==> src/rtl/fguard_pkg.sv <==
package fguard_pkg;

    typedef enum logic {
        ST_LOCKED = 1'b0,
        ST_OPEN   = 1'b1
    } lock_state_e;

    typedef enum logic [1:0] {
        RGN_LOWROM = 2'b00,
        RGN_GAP    = 2'b01,
        RGN_RAM    = 2'b10,
        RGN_HIROM  = 2'b11
    } region_e;

endpackage

==> src/rtl/fguard_lock_fsm.sv <==
module fguard_lock_fsm
    import fguard_pkg::*;
(
    input  logic clk,
    input  logic rst_n,
    input  logic fetch_n,
    input  logic mreq_n,
    input  logic iorq_n,
    input  logic addr_msb,
    output logic lock_open
);

    lock_state_e state_q, state_d;
    logic        fetch_now;
    logic        fetch_seen_q;
    logic        fetch_start;

    // An opcode fetch is active when both strobes are low.
    // fetch_seen_q remembers it so that only the first edge counts.
    assign fetch_now   = !fetch_n && !mreq_n;
    assign fetch_start = fetch_now && !fetch_seen_q;

    always_ff @(posedge clk or negedge rst_n) begin
        if (!rst_n) begin
            fetch_seen_q <= 1'b0;
        end else begin
            fetch_seen_q <= fetch_now;
        end
    end

    // Next-state logic.
    // T_IO has priority; T_UNLOCK and T_FETCH_HIGH need a new fetch.
    always_comb begin
        state_d = state_q;
        unique case (state_q)
            ST_LOCKED: begin
                if (!iorq_n) begin
                    state_d = ST_LOCKED;              // T_IO
                end else if (fetch_start && !addr_msb) begin
                    state_d = ST_OPEN;                // T_UNLOCK
                end
            end
            ST_OPEN: begin
                if (!iorq_n) begin
                    state_d = ST_LOCKED;              // T_IO
                end else if (fetch_start && addr_msb) begin
                    state_d = ST_LOCKED;              // T_FETCH_HIGH
                end
            end
            default: state_d = ST_LOCKED;
        endcase
    end

    // State register.
    always_ff @(posedge clk or negedge rst_n) begin
        if (!rst_n) begin
            state_q <= ST_LOCKED;
        end else begin
            state_q <= state_d;
        end
    end

    // Output process.
    always_comb begin
        unique case (state_q)
            ST_OPEN: lock_open = 1'b1;
            default: lock_open = 1'b0;
        endcase
    end


    io_relock_chk: assert property (@(posedge clk) disable iff (!rst_n)
        !iorq_n |=> (state_q == ST_LOCKED));


    fetch_unlock_chk: assert property (@(posedge clk) disable iff (!rst_n)
        (fetch_start && !addr_msb && iorq_n) |=> (state_q == ST_OPEN));


    fetch_lock_chk: assert property (@(posedge clk) disable iff (!rst_n)
        (fetch_start && addr_msb) |=> (state_q == ST_LOCKED));


    held_fetch_chk: assert property (@(posedge clk) disable iff (!rst_n)
        (fetch_now && fetch_seen_q && iorq_n) |=> $stable(state_q));

endmodule

==> src/rtl/fguard_decode.sv <==
module fguard_decode
    import fguard_pkg::*;
#(
    parameter int REGION_BITS = 2
) (
    input  logic                   clk,
    input  logic                   rst_n,
    input  logic [REGION_BITS-1:0] addr_hi,
    input  logic                   mreq_n,
    input  logic                   fetch_n,
    input  logic                   lock_open,
    output region_e                region,
    output logic                   low_permit,
    output logic                   cs_lowrom,
    output logic                   cs_ram,
    output logic                   cs_hirom
);

    localparam int MSB = REGION_BITS - 1;

    logic mem_cycle;

    assign mem_cycle = !mreq_n;
    assign region    = region_e'(addr_hi);

    // A fetch from the low half may always read its opcode;
    // any other protected access needs the lock open.
    assign low_permit = lock_open || (!fetch_n && !addr_hi[MSB]);

    always_comb begin
        cs_lowrom = 1'b0;
        cs_ram    = 1'b0;
        cs_hirom  = 1'b0;
        if (mem_cycle) begin
            unique case (region)
                RGN_LOWROM: cs_lowrom = low_permit;
                RGN_GAP:    ;
                RGN_RAM:    cs_ram    = 1'b1;
                RGN_HIROM:  cs_hirom  = 1'b1;
                default:    ;
            endcase
        end
    end


    cs_onehot_chk: assert property (@(posedge clk) disable iff (!rst_n)
        $onehot0({cs_lowrom, cs_ram, cs_hirom}));


    cs_idle_chk: assert property (@(posedge clk) disable iff (!rst_n)
        mreq_n |-> !(cs_lowrom || cs_ram || cs_hirom));


    gap_nocs_chk: assert property (@(posedge clk) disable iff (!rst_n)
        (region == RGN_GAP) |-> !(cs_lowrom || cs_ram || cs_hirom));

endmodule

==> src/rtl/fguard_rdmux.sv <==
module fguard_rdmux
    import fguard_pkg::*;
#(
    parameter int              DATA_W   = 8,
    parameter logic [DATA_W-1:0] IDLE_VAL = '1
) (
    input  logic              clk,
    input  logic              rst_n,
    input  logic              rd_active,
    input  region_e           region,
    input  logic              low_permit,
    input  logic [DATA_W-1:0] lowrom_data,
    input  logic [DATA_W-1:0] ram_data,
    input  logic [DATA_W-1:0] hirom_data,
    output logic [DATA_W-1:0] rdata,
    output logic              rvalid
);

    always_comb begin
        rdata  = IDLE_VAL;
        rvalid = 1'b0;
        if (rd_active) begin
            unique case (region)
                RGN_LOWROM: begin
                    if (low_permit) begin
                        rdata  = lowrom_data;
                        rvalid = 1'b1;
                    end
                end
                RGN_GAP: rvalid = 1'b1;
                RGN_RAM: begin
                    rdata  = ram_data;
                    rvalid = 1'b1;
                end
                RGN_HIROM: begin
                    rdata  = hirom_data;
                    rvalid = 1'b1;
                end
                default: ;
            endcase
        end
    end


    blocked_idle_chk: assert property (@(posedge clk) disable iff (!rst_n)
        (rd_active && region == RGN_LOWROM && !low_permit)
            |-> (!rvalid && rdata == IDLE_VAL));


    upper_valid_chk: assert property (@(posedge clk) disable iff (!rst_n)
        (rd_active && (region == RGN_RAM || region == RGN_HIROM)) |-> rvalid);

endmodule

==> src/rtl/fetch_rom_guard.sv <==
module fetch_rom_guard
    import fguard_pkg::*;
#(
    parameter int                DATA_W   = 8,
    parameter logic [DATA_W-1:0] IDLE_VAL = 8'hFF
) (
    input  logic              clk,
    input  logic              rst_n,
    input  logic              fetch_n,
    input  logic              mreq_n,
    input  logic              iorq_n,
    input  logic              rd_n,
    input  logic              wr_n,
    input  logic [1:0]        addr_hi,
    input  logic [DATA_W-1:0] lowrom_data,
    input  logic [DATA_W-1:0] ram_data,
    input  logic [DATA_W-1:0] hirom_data,
    output logic              cs_lowrom,
    output logic              cs_ram,
    output logic              cs_hirom,
    output logic              mem_rd_n,
    output logic              mem_wr_n,
    output logic [DATA_W-1:0] cpu_rdata,
    output logic              cpu_rvalid
);

    localparam int REGION_BITS = 2;

    logic    lock_open;
    logic    low_permit;
    logic    rd_active;
    region_e region;

    // Internal copies of the strobes; nothing outside can override them.
    assign rd_active = !mreq_n && !rd_n;
    assign mem_rd_n  = !rd_active;
    assign mem_wr_n  = !(!mreq_n && !wr_n);

    fguard_lock_fsm u_lock (
        .clk       (clk),
        .rst_n     (rst_n),
        .fetch_n   (fetch_n),
        .mreq_n    (mreq_n),
        .iorq_n    (iorq_n),
        .addr_msb  (addr_hi[REGION_BITS-1]),
        .lock_open (lock_open)
    );

    fguard_decode #(.REGION_BITS(REGION_BITS)) u_dec (
        .clk        (clk),
        .rst_n      (rst_n),
        .addr_hi    (addr_hi),
        .mreq_n     (mreq_n),
        .fetch_n    (fetch_n),
        .lock_open  (lock_open),
        .region     (region),
        .low_permit (low_permit),
        .cs_lowrom  (cs_lowrom),
        .cs_ram     (cs_ram),
        .cs_hirom   (cs_hirom)
    );

    fguard_rdmux #(.DATA_W(DATA_W), .IDLE_VAL(IDLE_VAL)) u_mux (
        .clk         (clk),
        .rst_n       (rst_n),
        .rd_active   (rd_active),
        .region      (region),
        .low_permit  (low_permit),
        .lowrom_data (lowrom_data),
        .ram_data    (ram_data),
        .hirom_data  (hirom_data),
        .rdata       (cpu_rdata),
        .rvalid      (cpu_rvalid)
    );


    strobe_copy_chk: assert property (@(posedge clk) disable iff (!rst_n)
        (mreq_n) |-> (mem_rd_n && mem_wr_n));


    low_fetch_chk: assert property (@(posedge clk) disable iff (!rst_n)
        (!fetch_n && !mreq_n && !rd_n && addr_hi == 2'b00)
            |-> (cs_lowrom && cpu_rvalid));

endmodule

==> config.mk <==
export PLATFORM = sky130hd
export DESIGN_NAME = fetch_rom_guard
export DESIGN_NICKNAME = d
export VERILOG_FILES = /design/src/rtl/fguard_pkg.sv /design/src/rtl/fguard_lock_fsm.sv /design/src/rtl/fguard_decode.sv /design/src/rtl/fguard_rdmux.sv /design/src/rtl/fetch_rom_guard.sv
export SDC_FILE = /design/constraint.sdc
export NUM_CORES = 1
export LEC_CHECK = 0
export BUFFER_PORTS_ARGS = -buffer_cell sky130_fd_sc_hd__buf_2
export CORE_AREA = 2 2 39 41
export CTS_CLUSTER_SIZE = 8
export DETAILED_ROUTE_END_ITERATION = 6
export DIE_AREA = 0 0 41 43
export HOLD_SLACK_MARGIN = 0.12
export PLACE_DENSITY = 0.7
export SYNTH_ARGS = -nofsm -noshare
export SYNTH_HDL_FRONTEND = slang
export SYNTH_SLANG_ARGS = --single-unit
==> constraint.sdc <==
create_clock -name clk -period 2.7 [get_ports clk]
set_clock_uncertainty 0.1 [all_clocks]
set_input_delay 0.135 -clock clk [delete_from_list [all_inputs] [get_ports clk]]
set_output_delay 0.135 -clock clk [all_outputs]
set_load 0.05 [all_outputs]
=== Word-level counts from Yosys, hierarchy flattened ===
Index checks and enable logic that the tools add are counted.

* Register bits: 2
* Input port bits: 33
* Output and inout bits: 14
* Logic and storage cells: 42

* Equality and inequality tests: 3
* Muxes and demuxes: 18
* Bitwise gates (word level): 1
* Reduce and logical (&&, ||, !) cells: 18

{| class="wikitable"
|+ Operator list
! cell !! number
|-
| case mux 8 bit (3 select lines) || 1
|-
| 2-to-1 mux 8 bit || 2
|-
| 2-to-1 mux 1 bit || 13
|-
| logical NOT 1 bit || 8
|-
| logical AND 1 bit || 7
|-
| == test 2 bit (second input constant) || 2
|-
| case mux 1 bit (2 select lines) || 2
|-
| OR reduction 3 bit || 1
|-
| == test 2 x 1 -> 1 bit (second input constant) || 1
|-
| logical NOT 2 bit || 1
|-
| logical OR 1 bit || 1
|-
| inverter 1 bit || 1
|}

=== Logic depth before layout (Yosys ltp) ===
* Word-level depth: 7
* Gate-level depth with buffers: 3
* Mapped depth without buffers: 3

=== Cells and area by module ===
From an unflattened synthesis, not the netlist that was laid out.

* Cells, all modules: 54
* Area, all modules: 554.3 um^2

{| class="wikitable"
|+ By module, submodules not included
! module !! times used !! cells an instance !! area each (um^2) !! seq. area each (um^2)
|-
| fguard_rdmux || 1 || 38 || 406.6 || 0.0
|-
| fguard_lock_fsm || 1 || 6 || 76.3 || 50.0
|-
| fguard_decode || 1 || 7 || 55.1 || 0.0
|-
| fetch_rom_guard || 1 || 3 || 16.3 || 0.0
|}

=== Worst setup path before layout ===
Ideal clock, no wire load.

* Path type: flip-flop to output port
* Start: reg u_lock.state_q
* End: out cpu_rdata[0]
* Arrival time: 1.533 ns
* Required time: 2.465 ns
* Setup slack: 0.932 ns
* Cell stages (with the launch flop): 4
* Path buffers: 0
* Path through: dfrtp_1 nand2b_1 nand3_4 a2bb2oi_1

* Cells in the longest elaborated chain, start to end: 5

{| class="wikitable"
|+ RTL lines
! what !! line !! text
|-
| from (decl) || fguard_lock_fsm.sv:13 || <nowiki>lock_state_e state_q, state_d;</nowiki>
|-
| from (signal assigned) || fguard_lock_fsm.sv:59 || <nowiki>state_q <= state_d;</nowiki>
|-
| 2-to-1 mux 1 bit || fguard_lock_fsm.sv:65 || <nowiki>unique case (state_q)</nowiki>
|-
| logical OR 1 bit || fguard_decode.sv:28 || <nowiki>assign low_permit = lock_open || (!fetch_n && !addr_hi[MSB]);</nowiki>
|-
| 2-to-1 mux 8 bit || fguard_rdmux.sv:25 || <nowiki>if (low_permit) begin</nowiki>
|-
| case mux 8 bit (3 select lines) || fguard_rdmux.sv:23 || <nowiki>unique case (region)</nowiki>
|-
| 2-to-1 mux 8 bit || fguard_rdmux.sv:22 || <nowiki>if (rd_active) begin</nowiki>
|-
| to (decl) || fetch_rom_guard.sv:23 || <nowiki>output logic [DATA_W-1:0] cpu_rdata,</nowiki>
|}

No other way between the ends.

=== Worst setup path after layout ===
* Start: in fetch_n
* End: out cpu_rdata[0]

* Cells in the longest elaborated chain, start to end: 6

{| class="wikitable"
|+ RTL lines
! what !! line !! text
|-
| from (decl) || fetch_rom_guard.sv:9 || <nowiki>input logic fetch_n,</nowiki>
|-
| logical NOT 1 bit || fguard_decode.sv:28 ||
|-
| logical AND 1 bit || fguard_decode.sv:28 ||
|-
| logical OR 1 bit || fguard_decode.sv:28 ||
|-
| 2-to-1 mux 8 bit || fguard_rdmux.sv:25 ||
|-
| case mux 8 bit (3 select lines) || fguard_rdmux.sv:23 ||
|-
| 2-to-1 mux 8 bit || fguard_rdmux.sv:22 ||
|}

No other way between the ends.

==> out/qor.yml <==
outcome:
  status: "complete, no violations"
power_and_ir_drop:
  pwr-share-clk: 0.327
  sequentialPowerShare: 0.157
  ir_drop_mv: 0.1409
  switchingPower_w: 0.00007946
  finalPower_w: 0.0002041
  intPower_w: 0.0001247
  power_density_nw_per_um2: 309.0
  power.static_leakage_nw: 0.3541
  power_frac_comb: 0.515
  switching_share: 0.3892
floorplan:
  design.core.area_um2: 1384
  die_h_um: 43
  num_rows: 14
  die_w_um: 41
  boundaryPins: 47
  dieArea_um2: 1763
  initial_utilization: 0.2523
critical_path:
  end_kind: "output port"
  worstReg2RegEnd: "u_lock.state_q"
  crit_chain: "dlygate4sd3_1 > buf_2 > nand2b_1 > nand3_4 > a2bb2oi_1 > buf_2"
  worst_ep_arrival_time_ns: 1.51
  cp_top_family: "buffers and inverters"
  ff2ff_setup_slack_ns: 1.78
  critPathMaxFanout: 8
  crit_type: "input port to output port"
  startpoint: "fetch_n"
  required_ns: 2.47
  rr_worst_depth: 3
  r2r_start: "u_lock.fetch_seen_q"
  critPathMaxStageDelay_ns: 0.53
  cpMostUsedCell: "buf_2"
  slowest_stage: "dlygate4sd3_1"
  worstSetupStartpointType: "input port"
  cp_num_buf_inv: 3
timing:
  fmax_mhz: 572.1
  rsz0062_at_grt: "false"
  setup_viol: 0
  min_period_ns: 1.748
  finalSetupTns_ns: 0
  finalHoldViolCount: 0
  hold_ws_ns: 0.2227
  worst_pin_slew_ns: 0.3163
  slew_violations: 0
  fin_crit_sh: 0.6474
  max_slew_margin: 0.7891
synthesis:
  synth_area_um2: 349.1
  syn_nets: 71
  ys_ff_latch: 2
  ys_seq_area_frac: 0.1434
  yosysWarnings: 0
  avgSynthCellArea_um2: 9.186
  synth_cells: 38
  yosysUniqueCellTypes: 18
clock_tree:
  cts_buffers: 3
  cts_max_path_buffers: 2
  ctsHtreeMaxLevel: 1
  clk_pin_slew_ns: 0.03
  cts_setup_buffers: 0
  clock_latency_ns: 0.23
  cts_tree: "done"
  root_buffer: "clkbuf_4"
  clock-sinks: 2
  cts_resized: 0
route:
  drcViolationCount: 0
  dr.pass1.iters: 2
  postRouteAntennaNets: 0
  post_drt_wl_per_cell_um: 11.25
  vias: 500
  drt_iter0_drc: 4
  finalWirelength_mm: 1.204
  viasPerCell: 4.673
final_layout:
  antenna_cells: 0
  drive_gt1_frac: 0.6374
  fillerInstances: 150
  multi_input_area_um2: 280.3
  seqCellArea_um2: 50.05
  design_area_um2: 660.6
  fin_util: 0.4774
  final_common_cell: "buf_2"
  final_cell_mix: "46 x buf_2, 8 x mux2i_1, 6 x a2bb2oi_1"
  fin_nets: 126
  area_growth_pct: 89.25
run:
  maxCapViolCount: 0
min_path:
  hold_start: "addr_hi[1]"
  hold_end: "u_lock.state_q"
  min_path_type: "input port to register"
  hold-path-cell-count: 3
placed_design:
  portBuffers: 46
  hpwlAfterDp_um: 928.6
  gp_congestion: 0.6680
  placed_cell_area_um2: 588.1
grt:
  grt_start_max_net_pins: 13
  first_global_vias: 466
  track_usage: 0.1553
  grt_overflow_total: 0
  antenna_found_initial: 0
  grt_pass1_wl_mm: 1.842
## power by group through the flow
| stage | Combinational (W) | Sequential (W) | Clock, W |
|---|---|---|---|
| 2_1_floorplan | 0.0000636 | 0.0000323 | 0 |
| 3_3_place_gp | 0.0000982 | 0.0000323 | 0 |
| 3_5_place_dp | 0.000100 | 0.0000324 | 0 |
| 4_1_cts | 0.000106 | 0.0000321 | 0.0000718 |
| 5_1_grt | 0.000113 | 0.0000323 | 0.0000713 |
| 6_report | 0.000105 | 0.0000321 | 0.0000668 |
## cell usage after synthesis
| cell type | n | area [µm²] |
|---|---|---|
| inv_1 | 2 | 7.510 |
| a2bb2oi_1 | 6 | 52.55 |
| nand3_4 | 1 | 17.52 |
| nand3b_1 | 1 | 7.510 |
| nand2b_1 | 1 | 6.260 |
| or2_2 | 1 | 6.260 |
| nor2_4 | 1 | 11.26 |
| nor2_2 | 2 | 12.51 |
| o21ai_0 | 1 | 5.000 |
| nand2b_4 | 1 | 13.76 |
| nor2_1 | 4 | 15.01 |
| nor3_1 | 1 | 5.000 |
| buf_6 | 1 | 11.26 |
| mux2i_1 | 8 | 80.08 |
| o31a_2 | 1 | 10.01 |
| nand2_1 | 2 | 7.510 |
| a2bb2oi_2 | 2 | 30.03 |
| dfrtp_1 | 2 | 50.05 |
## registers in the layout, indices dropped and copies added, names as in the netlist
signal               flops
u_lock.fetch_seen_q      1
u_lock.state_q           1
## layer usage
layer	track usage	vias up	wire, µm
li1	-	248	-
met1	0.1534	227	383
met2	0.2781	25	718
met3	0	0	102
met4	0.1200	0	0
met5	0	-	0
## worst reg2reg max path, stage by stage, from the launching register on
cell and delay, ns:
dfrtp_1 0.35, nor3_1 0.18, nand3b_1 0.10, o21ai_0 0.09
## repair_timing
| action | in CTS | in global routing |
|---|---|---|
| hold endpoints to repair | 4 | 0 |
| hold buffers | 5 | 0 |
| setup endpoints to repair | 0 | 0 |
## through the flow
step | setup slack [ns] | std cells
global placement | 1.330 | 99
floorplan | 0.9322 | 38
finish | 0.9520 | 107
detailed placement | 1.293 | 99
global route | 0.8486 | 107
CTS | 0.9591 | 107
## worst max path at each step
stage                              end  slack, ns  cells after the start
after floorplan           cpu_rdata[0]       0.93                      3
after global placement    cpu_rdata[4]       1.33                      4
after detailed placement  cpu_rdata[0]       1.29                      4
after CTS                 cpu_rdata[0]       0.96                      6
after global routing      cpu_rdata[1]       0.85                      6
final                     cpu_rdata[0]       0.95                      6
## cell type report
cell class | instances | share of cell area
inverters | 2 | 0.01136
well taps | 16 | 0.03030
clock buffers | 3 | 0.03409
multi-input cells | 33 | 0.4242
repair buffers | 51 | 0.4242
flip-flops and latches | 2 | 0.07576
## logic make-up after synthesis
family | share of synthesized area
compound gates | 0.2796
buf+inv | 0.05377
flops | 0.1434
mux | 0.2294
simple gates | 0.2939
Power figures use the tool's default switching activity.
